`config.mk`:
```
export PLATFORM = sky130hd
export DESIGN_NAME = dma_chan_ctrl
export DESIGN_NICKNAME = d
export VERILOG_FILES = /design/src/rtl/dma_cc_pkg.sv /design/src/rtl/dma_cc_coalesce.sv /design/src/rtl/dma_cc_regs.sv /design/src/rtl/dma_chan_ctrl.sv
export SDC_FILE = /design/constraint.sdc
export NUM_CORES = 1
export LEC_CHECK = 0
export CORE_MARGIN = 1.5
export CORE_UTILIZATION = 61
export DETAILED_ROUTE_END_ITERATION = 12
export DONT_BUFFER_PORTS = 1
export GPL_TIMING_DRIVEN = 0
export HOLD_SLACK_MARGIN = 0.1
export PLACE_DENSITY_LB_ADDON = 0.3
export SLEW_MARGIN = 20
export SYNTH_ARGS = -nofsm -noshare
export SYNTH_HDL_FRONTEND = slang
export SYNTH_SLANG_ARGS = --single-unit
```
`constraint.sdc`:
```
create_clock -name clk_i -period 3.1 [get_ports clk_i]
set_clock_uncertainty 0.05 [all_clocks]
set_input_delay 0.62 -clock clk_i [delete_from_list [all_inputs] [get_ports clk_i]]
set_output_delay 0.62 -clock clk_i [all_outputs]
set_load 0.01 [all_outputs]
```
`src/rtl/dma_cc_pkg.sv`:
```
package dma_cc_pkg;
  localparam int unsigned OFS_CTRL = 'h00;
  localparam int unsigned OFS_STAT = 'h04;
  localparam int unsigned OFS_CUR  = 'h08;
  localparam int unsigned OFS_TAIL = 'h10;

  localparam int unsigned CB_RUN  = 0;
  localparam int unsigned CB_TPM  = 1;
  localparam int unsigned CB_SRST = 2;
  localparam int unsigned SB_HALT = 0;
  localparam int unsigned SB_IDLE = 1;
  localparam int unsigned IRQ_LO  = 12;
  localparam int unsigned IRQ_W   = 3;
  localparam int unsigned THR_LO  = 16;
  localparam int unsigned DLY_LO  = 24;
  localparam int unsigned FLD_W   = 8;

  localparam logic [31:0] CTRL_RST = 32'h0001_0000;
endpackage

```
`src/rtl/dma_cc_coalesce.sv`:
```
module dma_cc_coalesce #(
  parameter int unsigned CNT_W    = 8,
  parameter int unsigned TMR_W    = 8,
  parameter int unsigned TICK_DIV = 2
) (
  input  logic             clk_i,
  input  logic             rst_ni,
  input  logic             clear_i,
  input  logic             reload_i,
  input  logic [CNT_W-1:0] thresh_i,
  input  logic [TMR_W-1:0] delay_i,
  input  logic             pkt_done_i,
  input  logic             tick_i,
  output logic [CNT_W-1:0] cnt_o,
  output logic [TMR_W-1:0] tmr_o,
  output logic             ioc_o,
  output logic             dly_o
);
  localparam int unsigned PS_W = (TICK_DIV > 1) ? $clog2(TICK_DIV) : 1;
  localparam logic [PS_W-1:0] PS_LAST = PS_W'(TICK_DIV - 1);

  logic [CNT_W-1:0] cnt_q;
  logic [TMR_W-1:0] tmr_q;
  logic [PS_W-1:0]  ps_q;
  logic             restart, run, step, expire;

  assign restart = pkt_done_i && (delay_i != '0);
  assign run     = (tmr_q != '0);
  assign step    = run && tick_i && (ps_q == PS_LAST);
  assign expire  = step && (tmr_q == TMR_W'(1)) && !restart;
  assign ioc_o   = pkt_done_i && !reload_i && !expire && !clear_i && (cnt_q == CNT_W'(1));
  assign dly_o   = expire && !clear_i;

  always_ff @(posedge clk_i or negedge rst_ni) begin
    if (!rst_ni) begin
      tmr_q <= '0;
      ps_q  <= '0;
    end else if (clear_i) begin
      tmr_q <= '0;
      ps_q  <= '0;
    end else if (restart) begin
      tmr_q <= delay_i;
      ps_q  <= '0;
    end else if (run && tick_i) begin
      if (ps_q == PS_LAST) begin
        ps_q  <= '0;
        tmr_q <= tmr_q - TMR_W'(1);
      end else begin
        ps_q <= ps_q + PS_W'(1);
      end
    end
  end

  always_ff @(posedge clk_i or negedge rst_ni) begin
    if (!rst_ni)        cnt_q <= CNT_W'(1);
    else if (clear_i)   cnt_q <= CNT_W'(1);
    else if (reload_i)  cnt_q <= thresh_i;
    else if (expire)    cnt_q <= thresh_i;
    else if (pkt_done_i) begin
      if (cnt_q == CNT_W'(1)) cnt_q <= thresh_i;
      else                    cnt_q <= cnt_q - CNT_W'(1);
    end
  end

  assign cnt_o = cnt_q;
  assign tmr_o = tmr_q;

  AST_IOC_RELOAD: assert property (@(posedge clk_i) disable iff (!rst_ni)
    ioc_o |=> cnt_q == $past(thresh_i));
  AST_TMR_RESTART: assert property (@(posedge clk_i) disable iff (!rst_ni)
    restart && !clear_i |=> tmr_q == $past(delay_i));
  AST_TMR_HOLD: assert property (@(posedge clk_i) disable iff (!rst_ni)
    !tick_i && !pkt_done_i && !clear_i |=> $stable(tmr_q));
  AST_NO_START: assert property (@(posedge clk_i) disable iff (!rst_ni)
    (tmr_q == '0) && !restart |=> tmr_q == '0);
endmodule

```
`src/rtl/dma_cc_regs.sv`:
```
module dma_cc_regs
  import dma_cc_pkg::*;
#(
  parameter int unsigned ADDR_W = 6
) (
  input  logic              clk_i,
  input  logic              rst_ni,
  input  logic              we_i,
  input  logic              re_i,
  input  logic [ADDR_W-1:0] addr_i,
  input  logic [31:0]       wdata_i,
  input  logic              ioc_set_i,
  input  logic              dly_set_i,
  input  logic              tail_hit_i,
  output logic [31:0]       ctrl_o,
  output logic              halted_o,
  output logic              idle_o,
  output logic [IRQ_W-1:0]  irq_o,
  output logic [31:0]       cur_o,
  output logic [31:0]       tail_o,
  output logic              clear_o,
  output logic              reload_o
);
  logic [31:0]      ctrl_q, cur_q, tail_q;
  logic             halted_q, idle_q, pend_q;
  logic [IRQ_W-1:0] irq_q;
  logic             ctrl_we, stat_we, cur_we, tail_we, ctrl_re, srst_we, run_ok;

  assign ctrl_we = we_i && (addr_i == ADDR_W'(OFS_CTRL));
  assign stat_we = we_i && (addr_i == ADDR_W'(OFS_STAT));
  assign cur_we  = we_i && (addr_i == ADDR_W'(OFS_CUR));
  assign tail_we = we_i && (addr_i == ADDR_W'(OFS_TAIL));
  assign ctrl_re = re_i && (addr_i == ADDR_W'(OFS_CTRL));
  assign srst_we = ctrl_we && wdata_i[CB_SRST];
  assign run_ok  = ctrl_we && !srst_we && wdata_i[CB_RUN] && !pend_q;

  assign clear_o  = srst_we;
  assign reload_o = ctrl_we && !srst_we;

  always_ff @(posedge clk_i or negedge rst_ni) begin
    if (!rst_ni) begin
      ctrl_q <= CTRL_RST;
      pend_q <= 1'b0;
    end else if (srst_we) begin
      ctrl_q <= CTRL_RST;
      pend_q <= 1'b1;
    end else begin
      if (ctrl_we) begin
        ctrl_q          <= wdata_i;
        ctrl_q[CB_TPM]  <= 1'b0;
        ctrl_q[CB_SRST] <= 1'b0;
      end
      if (ctrl_re) pend_q <= 1'b0;
    end
  end

  always_ff @(posedge clk_i or negedge rst_ni) begin
    if (!rst_ni) begin
      halted_q <= 1'b1;
      idle_q   <= 1'b0;
      irq_q    <= '0;
    end else if (srst_we) begin
      halted_q <= 1'b1;
      idle_q   <= 1'b0;
      irq_q    <= '0;
    end else begin
      if (run_ok)                  halted_q <= 1'b0;
      if (run_ok || tail_we)       idle_q   <= 1'b0;
      else if (tail_hit_i)         idle_q   <= 1'b1;
      irq_q <= (irq_q & ~(stat_we ? wdata_i[IRQ_LO +: IRQ_W] : '0))
             | {1'b0, dly_set_i, ioc_set_i};
    end
  end

  always_ff @(posedge clk_i or negedge rst_ni) begin
    if (!rst_ni) begin
      cur_q  <= '0;
      tail_q <= '0;
    end else begin
      if (cur_we)  cur_q  <= wdata_i;
      if (tail_we) tail_q <= wdata_i;
    end
  end

  always_comb begin
    ctrl_o          = ctrl_q;
    ctrl_o[CB_TPM]  = 1'b1;
    ctrl_o[CB_SRST] = 1'b0;
  end
  assign halted_o = halted_q;
  assign idle_o   = idle_q;
  assign irq_o    = irq_q;
  assign cur_o    = cur_q;
  assign tail_o   = tail_q;

  AST_TAIL_IDLE: assert property (@(posedge clk_i) disable iff (!rst_ni)
    tail_we |=> !idle_q);
  AST_SRST_HALT: assert property (@(posedge clk_i) disable iff (!rst_ni)
    srst_we |=> halted_q && (irq_q == '0));
  AST_PEND_BLOCK: assert property (@(posedge clk_i) disable iff (!rst_ni)
    ctrl_we && pend_q && !srst_we |=> halted_q == $past(halted_q));
  AST_W1C: assert property (@(posedge clk_i) disable iff (!rst_ni)
    stat_we && wdata_i[IRQ_LO] && !ioc_set_i && !srst_we |=> !irq_q[0]);
endmodule

```
`src/rtl/dma_chan_ctrl.sv`:
```
module dma_chan_ctrl
  import dma_cc_pkg::*;
#(
  parameter int unsigned ADDR_W   = 6,
  parameter int unsigned TMR_W    = 8,
  parameter int unsigned TICK_DIV = 2
) (
  input  logic              clk_i,
  input  logic              rst_ni,
  input  logic              reg_we_i,
  input  logic              reg_re_i,
  input  logic [ADDR_W-1:0] reg_addr_i,
  input  logic [31:0]       reg_wdata_i,
  output logic [31:0]       reg_rdata_o,
  input  logic              pkt_done_i,
  input  logic              tail_hit_i,
  input  logic              tick_i,
  output logic              irq_o
);
  localparam int unsigned CNT_W = FLD_W;

  logic [31:0]      ctrl, cur, tail;
  logic             halted, idle, clear, reload, ioc_set, dly_set;
  logic [IRQ_W-1:0] irq_pend;
  logic [CNT_W-1:0] cnt;
  logic [TMR_W-1:0] tmr;
  logic [31:0]      stat;

  dma_cc_regs #(.ADDR_W(ADDR_W)) u_regs (
    .clk_i      (clk_i),
    .rst_ni     (rst_ni),
    .we_i       (reg_we_i),
    .re_i       (reg_re_i),
    .addr_i     (reg_addr_i),
    .wdata_i    (reg_wdata_i),
    .ioc_set_i  (ioc_set),
    .dly_set_i  (dly_set),
    .tail_hit_i (tail_hit_i),
    .ctrl_o     (ctrl),
    .halted_o   (halted),
    .idle_o     (idle),
    .irq_o      (irq_pend),
    .cur_o      (cur),
    .tail_o     (tail),
    .clear_o    (clear),
    .reload_o   (reload)
  );

  dma_cc_coalesce #(.CNT_W(CNT_W), .TMR_W(TMR_W), .TICK_DIV(TICK_DIV)) u_coal (
    .clk_i      (clk_i),
    .rst_ni     (rst_ni),
    .clear_i    (clear),
    .reload_i   (reload),
    .thresh_i   (reg_wdata_i[THR_LO +: CNT_W] & {CNT_W{reload}} | ctrl[THR_LO +: CNT_W] & {CNT_W{!reload}}),
    .delay_i    (TMR_W'(ctrl[DLY_LO +: FLD_W])),
    .pkt_done_i (pkt_done_i),
    .tick_i     (tick_i),
    .cnt_o      (cnt),
    .tmr_o      (tmr),
    .ioc_o      (ioc_set),
    .dly_o      (dly_set)
  );

  always_comb begin
    stat                      = '0;
    stat[SB_HALT]             = halted;
    stat[SB_IDLE]             = idle;
    stat[IRQ_LO +: IRQ_W]     = irq_pend;
    stat[THR_LO +: FLD_W]     = cnt;
    stat[DLY_LO +: FLD_W]     = FLD_W'(tmr);
  end

  always_comb begin
    case (reg_addr_i)
      ADDR_W'(OFS_CTRL): reg_rdata_o = ctrl;
      ADDR_W'(OFS_STAT): reg_rdata_o = stat;
      ADDR_W'(OFS_CUR):  reg_rdata_o = cur;
      ADDR_W'(OFS_TAIL): reg_rdata_o = tail;
      default:           reg_rdata_o = '0;
    endcase
  end

  assign irq_o = |(irq_pend & ctrl[IRQ_LO +: IRQ_W]);

  AST_TPM_ONE: assert property (@(posedge clk_i) disable iff (!rst_ni)
    ctrl[CB_TPM] && !ctrl[CB_SRST]);
  AST_IRQ_DROP: assert property (@(posedge clk_i) disable iff (!rst_ni)
    clear |=> !irq_o);
endmodule

```
==> impl_metrics.yaml, run 1 <==
outcome:
  outcome: "complete, but fails checks"
  violations: "negative hold slack"
setup_path:
  crit_type: "in -> out"
  cpLargestDelayFamily: "simple AND/OR/NAND/NOR gates"
  slowest_delay_ns: 0.63
  cp-end-kind: "primary output"
  cp-start-kind: "input port"
  crit_buf_inv: 2
  crit_arrival_ns: 2.42
  path_cells: "or4_1 -> nor3b_2 -> clkbuf_1 -> a222oi_1 -> inv_1"
  cp_max_fo: 10
  cp_slowest_cell: "or4_1"
  critPathRequiredTime_ns: 2.43
finish:
  diodes: 0
  drive_gt1_share_pct: 18.00
  final_area_sq_um: 6374
  nets: 576
  areaGrowthSynthToFinish_pct: 13.00
  final_util_pct: 72.03
power:
  power.density_nw_per_um2: 732.9
  pwr-share-comb_pct: 15.8
  switching_share_pct: 29.47
  p_clk_share_pct: 40.6
  netSwitchingPower_uw: 1377
  p_seq_share_pct: 43.6
  irDropWorstVdd_mv: 0.4116
  cellLeakagePower_uw: 0.003066
  internal-power_uw: 3294
timing:
  fin_crit_sh_pct: 99.72
  hold_violations: 115
  setup_viol: 0
  fin_crit_ns: 3.091
  rsz0062_at_grt: "true"
  whs_ns: -0.2597
  timing.fmax_ghz: 0.3235
  relSlewSlack_pct: 50.60
  slew_viol_final: 0
  tightest_slew_ns: 0.7223
clock_tree:
  cts_inserted_buffers: 17
  h-tree-depth: 4
  cts.clk_slew.worst_paths_ns: 0.06
  cts_tree: "done"
  cts_buffer_depth: 2
  root_buffer: "clkbuf_8"
  clkSinkCount: 117
  clk_latency_ns: 0.52
  post_cts_buffers: 0
detailed_routing:
  wl_met3_mm: 1.360
  first_pass_iters: 5
  drt-met1-wl_mm: 6.008
  wire_per_inst_um: 23.93
  vias: 4507
  final_antenna_net_count: 0
  post-route-drc-count: 0
  totalWireLength_mm: 15.48
  drtIter0Drc: 465
  wl_met2_mm: 7.573
  top_layer: "met4"
  routed_via_density: 6.966
global_routing:
  overflow: 0
  antenna_found_initial: 0
  grt_pass1_wl_mm: 24.31
  grt_pass1_vias: 4624
  track_usage_pct: 32.85
  grt_max_degree: 118
synthesis:
  syn-num-nets: 557
  synth-main-ff-cell: "dfrtp_1"
  synth_cell_types: 56
  synth_edf_count: 0
  synth_area_sq_um: 5640
  syn_area_per_cell_sq_um: 11.13
  synth_seq_cells: 117
  yosys_warnings: 0
  synthCells: 507
  synth_async_sr_flop_share_pct: 100.0
  ys_seq_area_share_pct: 51.97
floorplan:
  core-area_sq_um: 8848
  io_pins: 78
  dieArea_sq_um: 9833
  dieHeight_um: 99.16
  die_x_um: 99.16
  start_util_pct: 63.74
  rows: 34
placed_design:
  hpwl_mm: 10.27
  placed_area_sq_um: 5776
  io_buffers: 0
  place_congestion: 0.9062
min_path:
  hold_class: "in -> async"
job:
  maxCapViolations: 0
[sequential cells by signal (all words and copies together) (netlist names)]
name,cells
u_regs.cur_o,32
u_regs.tail_o,32
u_regs.ctrl_q,30
u_coal.cnt_o,8
u_coal.tmr_o,8
u_regs.irq_o,3
u_coal.ps_q,1
u_regs.halted_o,1
u_regs.idle_o,1
u_regs.pend_q,1
[cell families (layout without fill, tap and decap cells)]
group	count (synthesis)	count (layout)	share of synthesized area (%)
muxes	63	63	12.51
DFF	117	117	51.97
xor gates and xnor gates	8	8	1.242
adders and majority gates	5	5	1.109
and+or+nand+nor	125	125	11.05
buffers and inverters	54	86	3.882
AOI/OAI and AO/OA	135	135	18.23
[cells in the mapped netlist, types with 4 or more instances]
master    count  area [sq um]
xor2_1        6         52.55
inv_1        22         82.58
nor4_1        4         25.02
nor2_1       26         97.59
nor3_1        5         25.02
a22oi_1      43         322.8
or4_1         5         37.54
dfrtp_1     114          2853
or3_1         4         25.02
a21oi_1       9         45.04
a211oi_1      7         52.55
clkbuf_1     23         86.33
a22o_1       27         236.5
nand2_1      50         187.7
nand3_1      12         60.06
a222oi_1     11         110.1
mux2_2       32         360.4
mux2_1       28         315.3
buf_2         7         35.03
ha_1          5         62.56
o21ai_0      13         65.06
[per-layer routing]
metal / global-route usage, % / vias up
met1: 40.65 / 2266
met5: 0 / -
met2: 53.90 / 247
li1: - / 1938
met3: 9.417 / 56
met4: 15.17 / 0
[cell usage in the layout (no fill, tap or decap), drive strengths merged, types with 2 or more instances in the layout]
cell	synthesis	final
or3	4	4
inv	22	24
a22o	27	27
and2	2	2
a222oi	11	11
o22ai	2	2
nand4	2	2
mux2	60	60
nor2	26	26
o31ai	3	3
a22oi	43	43
nor3	6	6
mux2i	3	3
nand3	12	12
xnor2	2	2
xor2	6	6
nand2	52	52
o21ai	17	17
bufinv	0	2
a2111oi	3	3
or2	2	2
a21oi	9	9
clkinvlp	0	4
a211oi	7	7
a31oi	3	3
clkbuf	23	40
nor3b	4	4
clkinv	0	7
or4	5	5
nor4	5	5
dfrtp	114	114
ha	5	5
dfstp	3	3
buf	9	9
[path summary, 6_finish.rpt]
kind | cells after the start | slack (ns) | to | start
worst min register to register | 2 | 0.43 | u_regs.ctrl_q[0] | u_regs.ctrl_q[0]
worst max register to register | 5 | 0.70 | u_coal.cnt_o[5] | u_regs.ctrl_q[26]
worst max-delay path | 5 | 0.009 | reg_rdata_o[9] | reg_addr_i[5]
worst min-delay path | 0 | -0.26 | u_regs.tail_o[29] | rst_ni
min in group clk_i | 1 | 0.17 | u_regs.tail_o[21] | reg_wdata_i[21]
max in group asynchronous | 0 | 2.98 | u_coal.cnt_o[0] | rst_ni
[cell type report]
cell class / instances / area, sq um
Buffer: 32 / 151.4
Clock buffer: 17 / 414.1
Clock inverter: 15 / 157.7
Fill cell: 609 / 2475
Inverter: 22 / 82.58
Multi-Input combinational cell: 336 / 2501
Sequential cell: 117 / 2932
Tap cell: 108 / 135.1
[stage by stage]
stage | power [uW] | worst slack [ns] | hold slack [ns] | std cells | setup TNS, ns
after floorplan | 2579 | 0.2779 | 0.2744 | 507 | 0
after global placement | 2723 | -0.3082 | 0.2786 | 615 | -5.245
after detailed placement | 2771 | -0.3670 | 0.2784 | 615 | -6.219
after CTS | 4652 | 0.06029 | -0.2587 | 647 | 0
after global routing | 4851 | -0.03760 | -0.2660 | 647 | -0.1396
final | 4671 | 0.008778 | -0.2597 | 647 | 0
[repair_timing]
action | CTS | global route
endpoints found under the setup margin | 30 | 8
gates resized for setup | 11 | 3
hold endpoints to repair | 117 | 117
pin swaps | 0 | 0
[power by group through the flow]
stage               sequential (uW)  clock [uW]  combinational (uW)
CTS                            2030        1890                 734
detailed placement             2050           0                 717
floorplan                      1980           0                 596
finish                         2040        1890                 740
global placement               2040           0                 687
global route                   2070        1960                 823
Note: power is estimated with default switching activity, not from simulation.
==> run 2: changes to the inputs <==
- SYNTH_HIERARCHICAL: default -> 1
==> impl_metrics.yaml, run 2 <==
timing:
  setup_viol: 0
  fin_crit_ns: 2.950
  relSlewSlack_pct: 35.20
  timing.fmax_ghz: 0.3390
  whs_ns: -0.2578
  slew_viol_final: 0
  layout_setup_ws_ns: 0.1501
  rsz0062_at_grt: "false"
  fin_crit_sh_pct: 95.16
  tightest_slew_ns: 0.9720
  hold_violations: 117
setup_path:
  cpLargestDelayFamily: "buffers and inverters"
  path_cells: "clkbuf_1 -> nor4_2 -> and3_1 -> clkbuf_2 -> buf_2 -> nor2b_2 -> buf_2 -> mux2_2 -> mux2i_1 -> o22ai_1"
  slowest_delay_ns: 0.41
  critPathRequiredTime_ns: 3.43
  cp-start-kind: "input port"
  cp_max_fo: 10
  crit_buf_inv: 4
  crit_type: "in -> reg"
  crit_arrival_ns: 3.28
  crit_top_cell: "buf_2"
  cp-end-kind: "flop"
  cp_slowest_cell: "nor4_2"
synthesis:
  syn-num-nets: 598
  synth_top_area_cell: "dfrtp_1"
  syn_area_per_cell_sq_um: 11.93
  synth_cell_types: 68
  synth_edf_count: 0
  ys_top_cells_by_area: "dfrtp_1 44%, mux2_2 12%, mux2_4 6.9%"
  yosys_warnings: 6
  netlist_top_cells_count: "114 x dfrtp_1, 71 x mux2_2, 40 x mux2i_1"
  synth_top_area_share_pct: 43.57
  synthCells: 549
  yosys.cell_count.top_type: "dfrtp_1"
  synth_async_sr_flop_share_pct: 100.0
  synth_area_sq_um: 6548
  synth_seq_cells: 117
  synth-main-ff-cell: "dfrtp_1"
  ys_seq_area_share_pct: 44.77
clock_tree:
  post_cts_buffers: 0
  cts_inserted_buffers: 17
  cts_tree: "done"
  clkSinkCount: 117
  h-tree-depth: 4
  root_buffer: "clkbuf_8"
  cts.clk_slew.worst_paths_ns: 0.06
  clk_latency_ns: 0.52
  cts_buffer_depth: 2
outcome:
  violations: "negative hold slack"
  outcome: "complete, but fails checks"
global_routing:
  overflow: 0
  grt_max_degree: 118
  track_usage_pct: 30.42
  grt_pass1_vias: 4780
  grt_pass1_wl_mm: 26.01
  antenna_found_initial: 0
job:
  maxCapViolations: 0
finish:
  areaGrowthSynthToFinish_pct: 11.27
  nets: 617
  drive_gt1_share_pct: 33.28
  layout_common_cells: "114 x dfrtp_1, 71 x mux2_2, 40 x mux2i_1"
  final_common_cell: "dfrtp_1"
  diodes: 0
floorplan:
  io_pins: 78
  die_x_um: 106.6
  rows: 37
  dieArea_sq_um: 11360
  dieHeight_um: 106.6
  core-area_sq_um: 10370
  start_util_pct: 63.14
placed_design:
  io_buffers: 0
  dp_slack_ns: -0.4896
  hpwl_mm: 10.70
  place_congestion: 0.8823
detailed_routing:
  post-route-drc-count: 0
  routed_via_density: 6.515
  totalWireLength_mm: 16.30
  final_antenna_net_count: 0
  drtIter0Drc: 270
  vias: 4665
  first_pass_iters: 5
  wire_per_inst_um: 22.77
power:
  finalPower_uw: 4796
  power.density_nw_per_um2: 658.3
  cellLeakagePower_uw: 0.003343
  irDropWorstVdd_mv: 0.3580
min_path:
  hold_class: "in -> async"
==> run 2: cell count changes in the layout (fill, tap and decap cells not counted), sizes merged, moves of 10 or more <==
cell    change
a222oi     -10
a22o       -25
a22oi      -18
buf        +15
inv        -12
mux2       +41
mux2i      +37
nand2      -30
nor2b      +36
o21ai      -15
o22ai      +22
or2        +10
==> run 2: through the flow <==
| step | std cells | cell area (sq um) | utilization, % | setup TNS, ns |
|---|---|---|---|---|
| global placement | 685 | 6723 | 64.83 | -4.317 |
| finish | 716 | 7286 | 70.26 | 0 |
| detailed placement | 685 | 6723 | 64.83 | -5.558 |
| floorplan | 549 | 6553 | - | 0 |
| global route | 716 | 7286 | 70.26 | 0 |
| CTS | 716 | 7278 | 70.19 | 0 |
==> run 2: layer usage <==
layer | track usage (%) | vias to the layer above | part of all wire (%)
met5 | 0 | - | 0
li1 | - | 2049 | -
met2 | 48.81 | 201 | 49
met4 | 13.05 | 0 | 2.9
met1 | 39.14 | 2376 | 41
met3 | 7.842 | 39 | 6.9
==> run 2: power by group <==
| part | internal, uW | leakage (uW) | switching, uW | total [uW] |
|---|---|---|---|---|
| registers | 1800 | 0.00153 | 240 | 2040 |
| clock network | 1180 | 0.000275 | 647 | 1830 |
| logic | 491 | 0.00153 | 431 | 923 |
==> run 2: worst register-to-register path, cell delays in order, from the launching register on <==
cell and delay [ns]:
dfrtp_1 0.41, inv_1 0.10, ha_1 0.23, and4b_1 0.22
and3_1 0.20, a21oi_2 0.43, and4b_1 0.30, inv_1 0.04
a22oi_1 0.15
==> run 2: final timing paths <==
path                              startpoint                end  slack, ns  depth (start not counted)
min                                   rst_ni   u_regs/tail_o[5]      -0.26                          0
max                            reg_addr_i[4]    u_coal/cnt_o[3]       0.15                         10
min reg2reg                u_regs/ctrl_q[16]  u_regs/ctrl_q[16]       0.43                          2
min in group clk_i                tail_hit_i      u_regs/idle_o       0.18                          1
max reg2reg                  u_coal/tmr_o[1]    u_regs/irq_o[0]       0.89                          8
max in group asynchronous             rst_ni    u_coal/cnt_o[0]       2.99                          0
==> run 2: final cells by class <==
| cell class | count | area (sq um) |
|---|---|---|
| clock inverters | 3 | 40.04 |
| inverters | 12 | 45.04 |
| well taps | 136 | 170.2 |
| plain buffers | 42 | 267.8 |
| clock buffers | 28 | 515.5 |
| multi-input cells | 378 | 3316 |
| flip-flops and latches | 117 | 2932 |
| fillers | 737 | 3084 |
==> run 2: logic make-up (layout without fill, tap and decap cells) <==
group	Yosys count	after routing	synth area share [%]
compound gates	97	97	12.00
xor+xnor	7	7	0.9364
fa+ha+maj	4	4	0.7644
buf+inv	54	85	4.720
flops	117	117	44.77
mux	141	141	25.21
other cells	2	2	0.1147
simple gates	127	127	11.48
==> run 2: what timing repair did <==
item | 4_1_cts | 5_1_grt
gates resized for setup | 0 | 3
endpoints found under the setup margin | 0 | 13
endpoints found under the hold margin | 117 | 117
==> run 3: changes to the inputs <==
- CORE_MARGIN: 1.5 -> default
- clock period: 3.1 -> 3.25 ns (I/O delays scaled with it)
==> impl_metrics.yaml, run 3 (synthesis results as in run 2) <==
detailed_routing:
  first_pass_iters: 5
  vias: 4641
  wire_per_inst_um: 22.65
  drtIter0Drc: 327
  post-route-drc-count: 0
  final_antenna_net_count: 0
  routed_via_density: 6.500
  totalWireLength_mm: 16.18
power:
  p_seq_share_pct: 44.0
  pwr-share-comb_pct: 19.5
  switching_share_pct: 28.33
  power.density_nw_per_um2: 614.6
  cellLeakagePower_uw: 0.003320
  p_clk_share_pct: 36.5
  internal-power_uw: 3186
  finalPower_uw: 4446
  irDropWorstVdd_mv: 0.4913
  netSwitchingPower_uw: 1260
finish:
  areaGrowthSynthToFinish_pct: 10.49
  fillers: 748
  instances_no_fill: 714
  final_common_cell: "dfrtp_1"
  layout_common_cells: "114 x dfrtp_1, 71 x mux2_2, 40 x mux2i_1"
  drive_gt1_share_pct: 33.22
  diodes: 0
  final_util_pct: 69.76
  nets: 616
global_routing:
  track_usage_pct: 30.24
  antenna_found_initial: 0
  grt_pass1_wl_mm: 25.22
  grt_max_degree: 118
  grt_pass1_vias: 4746
  overflow: 0
timing:
  tightest_slew_ns: 0.9316
  slew_viol_final: 0
  fin_crit_ns: 3.094
  timing.fmax_ghz: 0.3232
  whs_ns: -0.2343
  fin_crit_sh_pct: 95.19
  relSlewSlack_pct: 37.89
  hold_violations: 117
  rsz0062_at_grt: "false"
  setup_viol: 0
setup_path:
  critPathRequiredTime_ns: 3.58
  cp-start-kind: "input port"
  crit_arrival_ns: 3.43
  cp_max_fo: 10
  crit_buf_inv: 3
  critPathLaunch: "reg_addr_i[4]"
  cpLargestDelayFamily: "simple AND/OR/NAND/NOR gates"
  r2r-start: "u_coal/tmr_o[1]"
  r2r_cells: 8
  crit_type: "in -> reg"
  slowest_delay_ns: 0.49
  path_cells: "clkbuf_1 -> nor4_2 -> and3_1 -> buf_2 -> nor2b_2 -> clkbuf_2 -> mux2_2 -> a22oi_1 -> o221ai_1"
  cp-end-kind: "flop"
  worstSetupPathDepth: 9
  cp_slowest_cell: "and3_1"
min_path:
  hold_class: "in -> async"
outcome:
  outcome: "complete, but fails checks"
  violations: "negative hold slack"
floorplan:
  rows: 37
  io_pins: 78
  dieHeight_um: 105.6
  start_util_pct: 63.14
  dieArea_sq_um: 11150
  die_x_um: 105.6
  core-area_sq_um: 10370
clock_tree:
  cts_buffer_depth: 2
  clk_latency_ns: 0.53
  root_buffer: "clkbuf_8"
  cts_inserted_buffers: 17
  h-tree-depth: 4
  cts_tree: "done"
  post_cts_buffers: 0
  cts.clk_slew.worst_paths_ns: 0.05
  clkSinkCount: 117
placed_design:
  io_buffers: 0
  dp.cells: 685
  hpwl_mm: 10.60
  place_congestion: 0.8859
job:
  maxCapViolations: 0
## run 3: cell count changes in the layout (fill, tap and decap cells not counted)
cell	change
clkbuf_8	-2
clkbuf_2	-1
clkinv_2	+3
bufinv_16	-1
clkbuf_1	-1
## run 3: path summary, 6_finish.rpt
check | end | slack [ns]
max | u_coal/cnt_o[5] | 0.16
min | u_regs/tail_o[1] | -0.23
max reg2reg | u_regs/irq_o[0] | 1.04
min reg2reg | u_regs/ctrl_q[16] | 0.44
max in group asynchronous | u_coal/cnt_o[0] | 3.17
min in group clk_i | u_regs/idle_o | 0.21
## run 3: cell type report
class                           count  area [sq um]  share of cell area (%)
Clock buffer                       25         484.2                   6.693
Clock inverter                      5         25.02                  0.3459
Inverter                           12         45.04                  0.6226
Tap cell                          136         170.2                   2.352
Multi-Input combinational cell    378          3316                   45.83
Buffer                             41         262.8                   3.632
Sequential cell                   117          2932                   40.52
## run 3: metal layers
layer	wire length, um	vias up	track usage (%)	part of all wire [%]
met1	6593	2345	37.49	41
li1	-	2043	-	-
met3	1217	45	9.586	7.5
met4	523	0	14.29	3.2
met5	0	-	0	0
met2	7840	208	48.21	48
## run 3: power by group through the flow
stage | clock, uW | sequential (uW) | combinational [uW]
6_report | 1620 | 1960 | 867
5_1_grt | 1710 | 1990 | 948
4_1_cts | 1640 | 1950 | 857
3_5_place_dp | 0 | 1970 | 846
3_3_place_gp | 0 | 1950 | 812
2_1_floorplan | 0 | 1900 | 719
## run 3: worst reg2reg max path, cell delays in order, from the launching register on
cell	delay (ns)
dfrtp_1	0.41
inv_1	0.10
ha_1	0.23
and4b_1	0.22
and3_1	0.21
a21oi_2	0.41
and4b_1	0.27
inv_1	0.05
a22oi_1	0.16
## run 3: repair_timing
| action | CTS | global route |
|---|---|---|
| endpoints found under the setup margin | 1 | 9 |
| hold endpoints to repair | 117 | 117 |
| resized for setup | 1 | 1 |
## run 3: stage by stage
step | worst slack, ns | instance area, sq um | setup TNS [ns] | hold slack (ns)
after CTS | 0.009696 | 7232 | 0 | -0.2588
final | 0.1563 | 7234 | 0 | -0.2343
after global placement | -0.5451 | 6721 | -6.580 | 0.3075
after floorplan | 0.07547 | 6551 | 0 | 0.3044
after global routing | 0.02105 | 7234 | 0 | -0.2643
after detailed placement | -0.5749 | 6721 | -7.639 | 0.3082
